--- src/rtl/dpwm_pkg.sv ---
package dpwm_pkg;

   localparam int NPH = 2;

   // Start offset of leg k inside the shared period, in clocks.
   function automatic int leg_offset(input int period, input int k);
      return (k * period) / NPH;
   endfunction

endpackage

--- src/rtl/dpwm_tbase.sv ---
module dpwm_tbase #(
   parameter int PERIOD = 32,
   parameter int CW     = 6
) (
   input  logic          clk,
   input  logic          rst,
   output logic [CW-1:0] cnt
);

   localparam logic [CW-1:0] LAST = CW'(PERIOD - 1);

   always_ff @(posedge clk) begin
      if (rst)
         cnt <= '0;
      else if (cnt == LAST)
         cnt <= '0;
      else
         cnt <= cnt + CW'(1);
   end

endmodule

--- src/rtl/dpwm_share.sv ---
module dpwm_share #(
   parameter int IW          = 8,
   parameter int CW          = 6,
   parameter int SHARE_SHIFT = 1,
   parameter int DMAX        = 24
) (
   input  logic [CW-1:0]        duty_cmd,
   input  logic signed [IW-1:0] eff      [dpwm_pkg::NPH],
   output logic [CW-1:0]        duty_adj [dpwm_pkg::NPH]
);

   localparam int AW = IW + 2;
   localparam int RW = ((CW > AW) ? CW : AW) + 2;

   logic signed [AW-1:0] sum_w;
   logic signed [AW-1:0] mean_w;

   assign sum_w  = AW'(eff[0]) + AW'(eff[1]);
   assign mean_w = sum_w >>> 1;

   for (genvar k = 0; k < dpwm_pkg::NPH; k++) begin : g_leg
      logic signed [AW-1:0] diff_w;
      logic signed [AW-1:0] trim_w;
      logic signed [RW-1:0] raw_w;

      assign diff_w = mean_w - AW'(eff[k]);

      if (SHARE_SHIFT == 0) begin : g_unity
         assign trim_w = diff_w;
      end else begin : g_shift
         assign trim_w = diff_w >>> SHARE_SHIFT;
      end

      assign raw_w = RW'($signed({1'b0, duty_cmd})) + RW'(trim_w);

      always_comb begin
         if (raw_w < RW'(0))
            duty_adj[k] = '0;
         else if (raw_w > RW'(DMAX))
            duty_adj[k] = CW'(DMAX);
         else
            duty_adj[k] = raw_w[CW-1:0];
      end
   end

endmodule

--- src/rtl/dpwm_leg.sv ---
module dpwm_leg #(
   parameter int PERIOD    = 32,
   parameter int OFFSET    = 0,
   parameter int CW        = 6,
   parameter int IW        = 8,
   parameter int TRACK_MIN = 5,
   parameter int OC_LIMIT  = 35
) (
   input  logic                 clk,
   input  logic                 rst,
   input  logic [CW-1:0]        cnt,
   input  logic signed [IW-1:0] cur,
   input  logic [CW-1:0]        duty_adj,
   output logic signed [IW-1:0] eff,
   output logic                 hs,
   output logic                 ls,
   output logic                 stb
);

   logic [CW:0]          wrap_sum;
   logic [CW-1:0]        local_cnt;
   logic [CW-1:0]        on_lat;
   logic [CW-1:0]        off_len;
   logic                 skip_q;
   logic signed [IW-1:0] samp_q;
   logic                 at_end;
   logic                 track_ok;

   assign wrap_sum  = {1'b0, cnt} + (CW+1)'(OFFSET);
   assign local_cnt = (wrap_sum >= (CW+1)'(PERIOD)) ? CW'(wrap_sum - (CW+1)'(PERIOD))
                                                    : CW'(wrap_sum);
   assign at_end    = (local_cnt == CW'(PERIOD - 1));

   // Off interval of the running period, and whether its second half can hold a reading.
   assign off_len   = skip_q ? CW'(PERIOD) : (CW'(PERIOD) - on_lat);
   assign track_ok  = ((off_len >> 1) >= CW'(TRACK_MIN));
   assign stb       = at_end && track_ok;
   assign eff       = stb ? cur : samp_q;

   always_ff @(posedge clk) begin
      if (rst) begin
         on_lat <= '0;
         skip_q <= 1'b0;
         samp_q <= '0;
      end else begin
         if (stb)
            samp_q <= cur;
         if (at_end) begin
            on_lat <= duty_adj;
            skip_q <= (eff > IW'(OC_LIMIT));
         end
      end
   end

   assign hs = !skip_q && (local_cnt < on_lat);
   assign ls = !hs;

endmodule

--- src/rtl/dpwm_ctrl.sv ---
module dpwm_ctrl #(
   parameter int  PERIOD      = 32,
   parameter int  IW          = 8,
   parameter int  SHARE_SHIFT = 1,
   parameter int  OC_LIMIT    = 35,
   parameter int  TRACK_MIN   = 5,
   localparam int CW          = $clog2(PERIOD + 1)
) (
   input  logic                 clk,
   input  logic                 rst,
   input  logic [CW-1:0]        duty_cmd,
   input  logic signed [IW-1:0] cur_a,
   input  logic signed [IW-1:0] cur_b,
   output logic [1:0]           hs_en,
   output logic [1:0]           ls_en,
   output logic [1:0]           smp_stb
);

   localparam int DMAX = (3 * PERIOD) / 4;

   if ((PERIOD % 4) != 0 || PERIOD < 8) begin : g_bad_period
      $error("PERIOD must be a multiple of 4 and at least 8");
   end
   if (2 * TRACK_MIN > PERIOD) begin : g_bad_track
      $error("TRACK_MIN too large for PERIOD");
   end
   if (OC_LIMIT >= (1 << (IW - 1)) || OC_LIMIT < 0) begin : g_bad_limit
      $error("OC_LIMIT does not fit the current width");
   end

   logic [CW-1:0]        cnt;
   logic signed [IW-1:0] cur_arr  [dpwm_pkg::NPH];
   logic signed [IW-1:0] eff      [dpwm_pkg::NPH];
   logic [CW-1:0]        duty_adj [dpwm_pkg::NPH];

   assign cur_arr[0] = cur_a;
   assign cur_arr[1] = cur_b;

   dpwm_tbase #(.PERIOD(PERIOD), .CW(CW)) u_tbase (
      .clk (clk),
      .rst (rst),
      .cnt (cnt)
   );

   dpwm_share #(.IW(IW), .CW(CW), .SHARE_SHIFT(SHARE_SHIFT), .DMAX(DMAX)) u_share (
      .duty_cmd (duty_cmd),
      .eff      (eff),
      .duty_adj (duty_adj)
   );

   for (genvar k = 0; k < dpwm_pkg::NPH; k++) begin : g_legs
      dpwm_leg #(
         .PERIOD    (PERIOD),
         .OFFSET    (dpwm_pkg::leg_offset(PERIOD, k)),
         .CW        (CW),
         .IW        (IW),
         .TRACK_MIN (TRACK_MIN),
         .OC_LIMIT  (OC_LIMIT)
      ) u_leg (
         .clk      (clk),
         .rst      (rst),
         .cnt      (cnt),
         .cur      (cur_arr[k]),
         .duty_adj (duty_adj[k]),
         .eff      (eff[k]),
         .hs       (hs_en[k]),
         .ls       (ls_en[k]),
         .stb      (smp_stb[k])
      );
   end

endmodule

--- config.mk ---
export PLATFORM = sky130hd
export DESIGN_NAME = dpwm_ctrl
export DESIGN_NICKNAME = d
export VERILOG_FILES = /design/src/rtl/dpwm_pkg.sv /design/src/rtl/dpwm_tbase.sv /design/src/rtl/dpwm_share.sv /design/src/rtl/dpwm_leg.sv /design/src/rtl/dpwm_ctrl.sv
export SDC_FILE = /design/constraint.sdc
export NUM_CORES = 1
export LEC_CHECK = 0
export BUFFER_PORTS_ARGS = -buffer_cell sky130_fd_sc_hd__buf_4
export CORE_UTILIZATION = 40
export CTS_BUF_LIST = sky130_fd_sc_hd__clkbuf_16
export CTS_CLUSTER_SIZE = 10
export DETAILED_ROUTE_END_ITERATION = 8
export PLACE_DENSITY = 0.7
export SKIP_CTS_REPAIR_TIMING = 1
export SYNTH_ARGS = -nofsm -noshare
export SYNTH_HDL_FRONTEND = slang
export SYNTH_SLANG_ARGS = --single-unit
--- constraint.sdc ---
create_clock -name clk -period 5.96 [get_ports clk]
set_input_delay 1.192 -clock clk [delete_from_list [all_inputs] [get_ports clk]]
set_output_delay 1.192 -clock clk [all_outputs]
set_load 0.01 [all_outputs]
# After elaboration in Yosys (flattened, before gate mapping)
# Cells that the tools add are included.
# W data, S select, Z words.
[classes]
n_addsub = 11
magnitude_cmp = 12
n_eq_ne = 3
muxes = 10
reduce_logical = 9
[ops]
columns = ["cell", "count"]
rows = [
  ["$mux W6", 8],
  ["$gt A12 B6 Y1 const B", 2],
  ["$lt A12 B1 Y1 const B", 2],
  ["$add A7 B9 Y10", 2],
  ["$eq A6 B5 Y1 const B", 3],
  ["$sub A8 B8 Y9", 2],
  ["$gt A8 B7 Y1 const B", 2],
  ["$mux W8", 2],
  ["$lt A6 B6 Y1", 2],
  ["$sub A6 B6 Y6 const A", 2],
  ["$sub A6 B6 Y6 const B", 2],
  ["$ge A5 B3 Y1 const B", 2],
  ["$add A8 B8 Y9", 1],
  ["$add A6 B5 Y7 const B", 1],
  ["$ge A7 B6 Y1 const B", 1],
  ["$add A6 B1 Y6 const B", 1],
  ["$ge A6 B6 Y1 const B", 1],
  ["$logic_and A1 B1 Y1", 4],
  ["$logic_not A1 Y1", 4],
  ["$reduce_or A2 Y1", 1],
]
[word_totals]
reg_bits = 36
in_bits = 24
out_inout_bits = 6

# Depth between registers and ports, before layout
# Gate-level depths: netlist (run 1).
[logic_depth]
ltp_word = 12
ltp_mapped = 30

# Cells and area by module
# Synthesis (run 1) repeated with hierarchy kept, for this count alone.
[unflattened]
cells_unflattened = 427
hier_area_um2 = 3744.8
[by_module_without_submodules]
columns = ["module", "instances", "cells_each", "area_each_um2"]
rows = [
  ["dpwm_share", 1, 221, 1726.7],
  ["dpwm_leg (g_legs[1].u_leg)", 1, 93, 899.6],
  ["dpwm_leg (g_legs[0].u_leg)", 1, 89, 883.3],
  ["dpwm_tbase", 1, 24, 235.2],
]

# Worst setup path after synthesis (run 1)
# No wires, ideal clock.
[synth_timing]
path_kind = "register to register"
from = "reg g_legs[1].u_leg.on_lat[0]"
to = "reg g_legs[1].u_leg.on_lat[0]"
setup_time_ps = 82
t_arrival_ps = 5669
t_required_ps = 5878
path_slack_ps = 209
stages_incl_launch_ff = 28
synth_period_minus_slack_ps = 5751
path_cell_list = "dfxtp_1 > inv_1 > ha_1 > nor3b_1 > o41a_1 > a32oi_2 > inv_2 > mux2i_1 > inv_1 > ha_1 > inv_1 > o31ai_1 > a21o_1 > xor2_1 > ha_1 > a21oi_1 > nand2_1 > xnor2_1 > xnor2_1 > ha_1 > a21oi_1 > o21bai_1 > a21oi_1 > xnor2_1 > a31oi_1 > and3_1 > or4b_1 > o2111ai_1"
[synth_rtl]
columns = ["element", "line", "text"]
rows = [
  ["start: declaration", "dpwm_leg.sv:22", "logic [CW-1:0] on_lat;"],
  ["start signal: assignment", "dpwm_leg.sv:49", "on_lat <= duty_adj;"],
]

==> flow_metrics.tcl, run 1 <==
set metrics [dict create \
    status "completed" \
    netlist_instances 472 \
    hold_violations 0 \
    ys_seq_area_share_pct 19.3 \
    path_common_cell "ha_1" \
    peakVddDrop_uv 86.9 \
    synth_area_per_cell_um2 7.93 \
    cts_max_level 2 \
    clk_pin_slew_ns 0.06 \
    ys_ff_latch 36 \
    cts.sinks 36 \
    crit_path_start_kind "flop" \
    hold_slack_ns 0.498 \
    crit_arrival_ns 5.92 \
    grt_max_degree 30 \
    hpwlAfterDp_um 7590 \
    async_flop_share_pct 0 \
    hp-class "reg -> reg" \
    setup_viol 0 \
    avgViaCountPerCell 5.55 \
    grt_pass1_wl_um 15900 \
    p_leak_nw 2.24 \
    cp_num_buf_inv 5 \
    fp-row-count 34 \
    critical_path.max_stage_delay_ns 0.43 \
    path_class "reg -> reg" \
    min_period_ns 5.72 \
    grt_use_met1_pct 24.5 \
    vias 3607 \
    antenna_cells 0 \
    root_buffer "clkbuf_16" \
    p_sw_share_pct 24.1 \
    dr.first_iter.drc_count 146 \
    post_dp_cell_area_mm2 0.00428 \
    grt_use_met2_pct 36.5 \
    maxCapViolations 0 \
    synthFlopType "dfxtp_1" \
    wl_um 9740 \
    nNetsFinal 619 \
    final_cell_mix "buf_4 (71), inv_1 (56), ha_1 (46), nor2_1 (42), dfxtp_1 (34)" \
    report.final.slew_viol_count 0 \
    setup_tns_ns 0 \
    cp_top_family "compound AO/OA/AOI/OAI gates" \
    final_antenna_net_count 0 \
    route.detailed.drc 0 \
    synth_edf_count 0 \
    finalCritPeriodShare_pct 96.0 \
    top_usage_layer "met2" \
    intPower_w 0.000422 \
    fin_worst_skew_ns 0.00208 \
    n_fill_cell 815 \
    place.port_buffers 29 \
    initial_utilization_pct 42.1 \
    coreArea_mm2 0.00889 \
    drive_gt1_share_pct 22.3 \
    grt.overflow.total 0 \
    setup_ws_ns 0.237 \
    cp_max_fo 6 \
    place.gp.congestion 0.917 \
    yosysTopAreaCell "dfxtp_1" \
    die_h_um 98.7 \
    clkLatencyLatePin_ns 0.28 \
    ys_top_cells_by_area "dfxtp_1 (19%), ha_1 (16%), inv_1 (5.5%)" \
    clockBufferDepth 2 \
    combPwrFrac_pct 9.9 \
    antenna_found_initial 0 \
    drtPass1Iterations 4 \
    yosysUniqueCellTypes 64 \
    final_common_cell "buf_4" \
    power.share.clock_pct 46.2 \
    die_w_um 98.7 \
    power_frac_seq_pct 43.9 \
    cp-end-kind "flop" \
    post_drt_wl_per_cell_um 15.0 \
    pre_cts_ws_ns -0.126 \
    clock.fmax_ghz 0.175 \
    power_density_mw_per_mm2 119 \
    gr-usage-all-layers_pct 20.3 \
    yosys_warnings 0 \
    ios 30 \
    grt_pass1_vias 3575 \
    fin_area_mm2 0.00469 \
    cts_made_buffers 5 \
    power_switching_w 0.000134 \
    syn-num-nets 550 \
    die-area_mm2 0.00974 \
    synth_area_mm2 0.00374 \
    cp.required_ns 6.16 \
    grt_use_met3_pct 2.98 \
    tritoncts "done" \
    area_delta_synth_final_pct 25.4 \
    synth_top_area_share_pct 19.3 \
    crit_slowest_cell "or4b_1" \
]
-- synth_stat cells, drive strengths merged (3+ instances only) --
library cell	n
a21boi	3
a21o	8
a21oi	30
a22oi	3
a31oi	8
and2	6
and4	3
buf	8
clkbuf	3
dfxtp	36
fa	5
ha	49
inv	57
mux2i	16
nand2	32
nand2b	11
nand3	16
nand4	6
nor2	43
nor2b	8
nor3	7
nor3b	6
nor4	4
o2111ai	3
o211ai	9
o21a	4
o21ai	16
o21bai	9
or3	3
xnor2	18
xor2	10
-- metrics by stage --
stage          cells  utilization (%)  power (W)
3_5_place_dp     632             48.2   0.000303
3_3_place_gp     632             48.2   0.000301
5_1_grt          650             52.8   0.000577
4_1_cts          640             49.7   0.000559
2_1_floorplan    472                -   0.000278
6_report         650             52.8   0.000556
-- sequential cells by signal (all words and copies together), names as in the netlist --
register             flops
g_legs.u_leg.samp_q     16
g_legs.u_leg.on_lat     12
g_legs.u_leg.skip_q      2
u_tbase.cnt              6
-- layer usage --
metal,routed length [um],up-vias
met1,4280,1693
met2,4880,86
met5,0,-
met4,208,0
li1,-,1811
met3,374,17
-- cell families after synthesis --
kind of cell,Yosys count,share of synthesized area [%]
adder cells (fa/ha/maj),54,19.1
multiplexers,16,4.62
AO/OA/AOI/OAI,111,21.0
AND/OR/NAND/NOR,158,21.8
XOR/XNOR,28,6.56
flip-flops,36,19.3
other,1,0.100
buffers and inverters,68,7.56
-- path summary, 6_finish.rpt --
check | startpoint | to | slack (ns) | cells after the start
worst min-delay path | g_legs[0].u_leg.on_lat[5] | g_legs[0].u_leg.on_lat[5] | 0.50 | 2
worst min register to register | g_legs[0].u_leg.on_lat[5] | g_legs[0].u_leg.on_lat[5] | 0.50 | 2
worst max register to register | g_legs[1].u_leg.on_lat[0] | g_legs[1].u_leg.on_lat[0] | 0.24 | 28
worst max-delay path | g_legs[1].u_leg.on_lat[0] | g_legs[1].u_leg.on_lat[0] | 0.24 | 28
-- power groups by stage --
stage	registers, W	logic (W)	clock network [W]
after floorplan	0.000250	0.0000278	0
after global placement	0.000249	0.0000514	0
after detailed placement	0.000250	0.0000533	0
after CTS	0.000244	0.0000536	0.000261
after global routing	0.000244	0.0000616	0.000271
final	0.000244	0.0000551	0.000257
-- area by class of cell --
class | count | area, um^2 | share of cell area [%]
Multi-Input combinational cell | 368 | 2920 | 62.3
Sequential cell | 36 | 723 | 15.4
Timing Repair Buffer | 73 | 556 | 11.8
Inverter | 57 | 216 | 4.61
Tap cell | 108 | 135 | 2.88
Clock buffer | 5 | 125 | 2.67
Clock inverter | 3 | 15.0 | 0.320
-- worst min-delay path, stage by stage, from the launching register on --
cell     delay [ns]
dfxtp_1        0.33
inv_1          0.08
nor3_1         0.05
Power figures use the tool's default switching activity.
==> run 2, diff against run 1 <==
--- a/config.mk
+++ b/config.mk
@@ -6,12 +6,16 @@
 export NUM_CORES = 1
 export LEC_CHECK = 0
 export BUFFER_PORTS_ARGS = -buffer_cell sky130_fd_sc_hd__buf_4
-export CORE_UTILIZATION = 40
+export CELL_PAD_IN_SITES_DETAIL_PLACEMENT = 1
+export CELL_PAD_IN_SITES_GLOBAL_PLACEMENT = 2
+export CORE_UTILIZATION = 33
 export CTS_BUF_LIST = sky130_fd_sc_hd__clkbuf_16
 export CTS_CLUSTER_SIZE = 10
 export DETAILED_ROUTE_END_ITERATION = 8
-export PLACE_DENSITY = 0.7
+export HOLD_SLACK_MARGIN = 0.03
+export PLACE_DENSITY = 0.88
 export SKIP_CTS_REPAIR_TIMING = 1
+export SLEW_MARGIN = 20
 export SYNTH_ARGS = -nofsm -noshare
 export SYNTH_HDL_FRONTEND = slang
 export SYNTH_SLANG_ARGS = --single-unit
==> flow_metrics.tcl, run 2 (same netlist as run 1, synthesis figures left out) <==
set metrics [dict create \
    grt_pass1_vias 3897 \
    final_antenna_net_count 0 \
    p_leak_nw 2.32 \
    clock.fmax_ghz 0.167 \
    grt.overflow.total 0 \
    clk_pin_slew_ns 0.06 \
    largest_registers "g_legs.u_leg.samp_q x16, g_legs.u_leg.on_lat x12, u_tbase.cnt x6" \
    setup_tns_ns -0.0432 \
    violations "negative setup slack" \
    maxCapViolations 0 \
    cp_num_buf_inv 4 \
    crit_arrival_ns 6.16 \
    cp_max_fo 7 \
    ios 30 \
    peakVddDrop_uv 113 \
    hold_slack_ns 0.508 \
    setup_ws_ns -0.0252 \
    status "finished with violations" \
    tritoncts "done" \
    grt_use_met2_pct 37.7 \
    crit_slowest_cell "ha_1" \
    initial_utilization_pct 34.2 \
    fin_worst_skew_ns 0.00204 \
    final_common_cell "buf_4" \
    dr.first_iter.drc_count 75 \
    report.final.slew_viol_count 0 \
    antenna_cells 0 \
    final_cell_mix "buf_4 (80), inv_1 (55), ha_1 (45), nor2_1 (42), dfxtp_1 (36)" \
    coreArea_mm2 0.0109 \
    wl_um 11800 \
    vias 3664 \
    cts.sinks 36 \
    max_slew_margin_pct 66.1 \
    stdcell_count 690 \
    gr-usage-all-layers_pct 20.1 \
    grt_use_met1_pct 23.4 \
    critical_path.max_stage_delay_ns 0.37 \
    finalCritPeriodShare_pct 100 \
    post_drt_wl_per_cell_um 17.1 \
    area_delta_synth_final_pct 30.8 \
    cp-end-kind "flop" \
    clockBufferDepth 2 \
    cts_made_buffers 5 \
    power_density_mw_per_mm2 124 \
    min_period_ns 5.99 \
    grt_use_met3_pct 3.07 \
    die-area_mm2 0.0118 \
    clkLatencyLatePin_ns 0.29 \
    nNetsFinal 627 \
    place_inst 672 \
    root_buffer "clkbuf_16" \
    cp.required_ns 6.13 \
    drive_gt1_share_pct 25.1 \
    top_register "g_legs.u_leg.samp_q" \
    n_fill_cell 1308 \
    grt_max_degree 30 \
    path_common_cell "ha_1" \
    hold_violations 0 \
    grt_pass1_wl_um 18300 \
    place.port_buffers 29 \
    antenna_found_initial 0 \
    setup_viol 2 \
    die_h_um 108 \
    route.detailed.drc 0 \
    fp-row-count 38 \
    crit_path_start_kind "flop" \
    path_class "reg -> reg" \
    tightest_slew_ns 0.506 \
    drtPass1Iterations 4 \
    hpwlAfterDp_um 9070 \
    hp-class "reg -> reg" \
    die_w_um 108 \
    cp_top_family "compound AO/OA/AOI/OAI gates" \
    place.gp.congestion 0.822 \
    cts_max_level 2 \
    avgViaCountPerCell 5.31 \
    top_usage_layer "met2" \
    largest_register_ffs 16 \
]
## run 2: cell types whose count changed in the layout (fill, tap and decap cells not counted), sizes merged
cell | before | now
clkinvlp | 1 | 0
bufinv | 0 | 1
buf | 73 | 81
## run 2: layout make-up
type	count	area [um^2]	area share (%)
clock buffers	5	125	2.56
repair buffers	81	612	12.5
flip-flops and latches	36	721	14.7
clock inverters	3	38.8	0.793
inverters	57	216	4.42
well taps	140	175	3.58
multi-input cells	368	3010	61.4
## run 2: where the power goes
part           internal (W)  total [W]  leakage (nW)  switching [W]
registers          0.000242   0.000244         0.290     0.00000197
logic             0.0000276  0.0000563          1.95      0.0000287
clock network      0.000195   0.000307        0.0850       0.000112
## run 2: path summary, 6_finish.rpt
check,from,end,slack [ns],depth (start not counted)
worst max-delay path,g_legs[1].u_leg.on_lat[0],g_legs[1].u_leg.on_lat[4],-0.03,26
worst min-delay path,g_legs[0].u_leg.skip_q,g_legs[0].u_leg.skip_q,0.51,2
worst max register to register,g_legs[1].u_leg.on_lat[0],g_legs[1].u_leg.on_lat[4],-0.03,26
worst min register to register,g_legs[0].u_leg.skip_q,g_legs[0].u_leg.skip_q,0.51,2
## run 2: worst register-to-register path: stages, from the launching register on
cell	delay [ns]
dfxtp_1	0.33
inv_1	0.06
ha_1	0.22
nor3b_2	0.17
o41a_1	0.35
a32oi_4	0.29
buf_6	0.20
mux2i_2	0.25
inv_1	0.09
ha_1	0.37
a21o_1	0.29
a21oi_1	0.19
nor2_1	0.07
nor2_1	0.17
xnor2_2	0.14
buf_4	0.16
ha_2	0.37
nand2_1	0.09
o21ai_1	0.23
xor2_1	0.29
ha_1	0.33
a21oi_2	0.19
xnor2_1	0.09
a31oi_2	0.18
a21boi_0	0.35
a221oi_2	0.12
a221o_1	0.27
## run 2: metal layers
metal  share of wire [%]  vias to the layer above
met1                  43                     1770
met2                  52                       55
met4                 2.3                        0
met3                 2.6                       21
li1                    -                     1818
met5                   0                        -
## run 2: per-stage QoR
stage | util [%] | power, W | setup slack [ns] | area, um^2
5_1_grt | 44.7 | 0.000632 | -0.313 | 4890
6_report | 44.7 | 0.000607 | -0.0252 | 4890
4_1_cts | 41.6 | 0.000616 | -0.303 | 4550
3_5_place_dp | 40.1 | 0.000305 | -0.186 | 4380
3_3_place_gp | 40.1 | 0.000302 | 0.0452 | 4380
2_1_floorplan | - | 0.000278 | 0.209 | 3740
==> run 3, diff against run 2 <==
--- a/config.mk
+++ b/config.mk
@@ -8,6 +8,7 @@
 export BUFFER_PORTS_ARGS = -buffer_cell sky130_fd_sc_hd__buf_4
 export CELL_PAD_IN_SITES_DETAIL_PLACEMENT = 1
 export CELL_PAD_IN_SITES_GLOBAL_PLACEMENT = 2
+export CORE_ASPECT_RATIO = 1.25
 export CORE_UTILIZATION = 33
 export CTS_BUF_LIST = sky130_fd_sc_hd__clkbuf_16
 export CTS_CLUSTER_SIZE = 10
==> flow_metrics.tcl, run 3 (same netlist as run 1, synthesis figures left out) <==
set metrics [dict create \
    status "completed" \
    min_period_ns 5.73 \
    top_register "g_legs.u_leg.samp_q" \
    critical_path.max_stage_delay_ns 0.43 \
    grt_pass1_vias 3901 \
    drive_gt1_share_pct 23.6 \
    report.final.slew_viol_count 0 \
    maxCapViolations 0 \
    area_delta_synth_final_pct 28.0 \
    cts_made_buffers 5 \
    initial_utilization_pct 33.8 \
    setup_viol 0 \
    largest_registers "g_legs.u_leg.samp_q x16, g_legs.u_leg.on_lat x12, u_tbase.cnt x6" \
    coreArea_mm2 0.0111 \
    dr.first_iter.drc_count 82 \
    p_leak_nw 2.29 \
    grt_pass1_wl_um 18100 \
    path_class "reg -> reg" \
    die-area_mm2 0.0118 \
    multi_input_area_mm2 0.00296 \
    crit_path_start_kind "flop" \
    die_w_um 97.2 \
    antenna_found_initial 0 \
    nNetsFinal 623 \
    route.detailed.drc 0 \
    cp_max_fo 5 \
    wl_um 11600 \
    ios 30 \
    clock.fmax_ghz 0.175 \
    root_buffer "clkbuf_16" \
    avgViaCountPerCell 5.46 \
    hold_slack_ns 0.497 \
    drtPass1Iterations 4 \
    r2r_cells 28 \
    finalCritPeriodShare_pct 96.1 \
    place.gp.congestion 0.842 \
    die_h_um 121 \
    vias 3716 \
    hp-class "reg -> reg" \
    hpwlAfterDp_um 9200 \
    grt_max_degree 30 \
    largest_register_ffs 16 \
    crit_arrival_ns 5.94 \
    final_antenna_net_count 0 \
    utilization_pct 43.2 \
    cp-end-kind "flop" \
    cts_max_level 2 \
    post_drt_wl_per_cell_um 17.1 \
    final_cell_mix "buf_4 (76), inv_1 (56), ha_1 (47), nor2_1 (42), dfxtp_1 (36)" \
    crit_slowest_cell "or4b_1" \
    clk_pin_slew_ns 0.06 \
    fp-row-count 43 \
    cp.required_ns 6.17 \
    final_common_cell "buf_4" \
    min_path_cells 2 \
    tritoncts "done" \
    peakVddDrop_uv 82.2 \
    antenna_cells 0 \
    max_slew_margin_pct 63.4 \
    worstHoldStart "g_legs[0].u_leg.on_lat[5]" \
    tightest_slew_ns 0.544 \
    clockBufferDepth 2 \
    area.sequential_um2 721 \
    place.port_buffers 29 \
    reg2reg_from "g_legs[1].u_leg.on_lat[0]" \
    fin_worst_skew_ns 0.00369 \
    hold_end "g_legs[0].u_leg.on_lat[5]" \
    clkLatencyLatePin_ns 0.29 \
    power_density_mw_per_mm2 118 \
    n_fill_cell 1350 \
    r2r_slack_ns 0.23 \
    hold_violations 0 \
    grt.overflow.total 0 \
    r2r-end "g_legs[1].u_leg.on_lat[0]" \
    cts.sinks 36 \
    gr-usage-all-layers_pct 19.2 \
]
==> run 3: how the worst max path moves through the flow <==
stage,from,endpoint,slack [ns]
3_3_place_gp,cur_a[0],g_legs[1].u_leg.on_lat[0],0.11
6_report,g_legs[1].u_leg.on_lat[0],g_legs[1].u_leg.on_lat[0],0.23
4_1_cts,g_legs[0].u_leg.on_lat[1],g_legs[0].u_leg.on_lat[1],-0.14
2_1_floorplan,g_legs[1].u_leg.on_lat[0],g_legs[1].u_leg.on_lat[0],0.21
5_1_grt,g_legs[1].u_leg.on_lat[0],g_legs[1].u_leg.on_lat[0],-0.11
3_5_place_dp,cur_a[0],g_legs[0].u_leg.on_lat[1],-0.10
==> run 3: worst max-delay path, delay by kind of cell, from the launching register on <==
| family | cells | cell delay (ns) |
|---|---|---|
| XOR/XNOR | 4 | 0.61 |
| adder cells (fa/ha/maj) | 4 | 1.04 |
| flip-flops | 1 | 0.33 |
| AND/OR/NAND/NOR | 4 | 0.90 |
| AO/OA/AOI/OAI | 10 | 2.02 |
| multiplexers | 1 | 0.23 |
| buffers and inverters | 5 | 0.50 |
==> run 3: cell type report <==
type	instances	area share (%)
multi-input cells	368	61.8
flip-flops and latches	36	15.1
repair buffers	77	12.2
inverters	57	4.52
well taps	135	3.53
clock buffers	5	2.61
clock inverters	3	0.314
==> run 3: per-layer routing <==
| layer | GRT usage [%] | vias to the layer above | share of wire [%] |
|---|---|---|---|
| met5 | 0 | - | 0 |
| met4 | 8.73 | 0 | 3.8 |
| met3 | 3.11 | 29 | 2.5 |
| met2 | 37.1 | 57 | 54 |
| met1 | 20.3 | 1816 | 39 |
| li1 | - | 1814 | - |
==> run 3: report_power, final <==
part | internal, W | total (W) | switching, W
Sequential | 0.000242 | 0.000244 | 0.00000176
Combinational | 0.0000267 | 0.0000551 | 0.0000284
Clock | 0.000152 | 0.000263 | 0.000111
Total | 0.000421 | 0.000563 | 0.000141
==> run 3: stage by stage <==
stage	total power, W	setup WS, ns	setup TNS, ns	instances	instance area (um^2)
floorplan	0.000278	0.209	0	472	3740
global placement	0.000302	0.114	0	663	4350
detailed placement	0.000304	-0.101	-0.323	663	4350
CTS	0.000568	-0.136	-0.561	671	4490
global route	0.000585	-0.109	-0.759	681	4790
finish	0.000563	0.232	0	681	4790
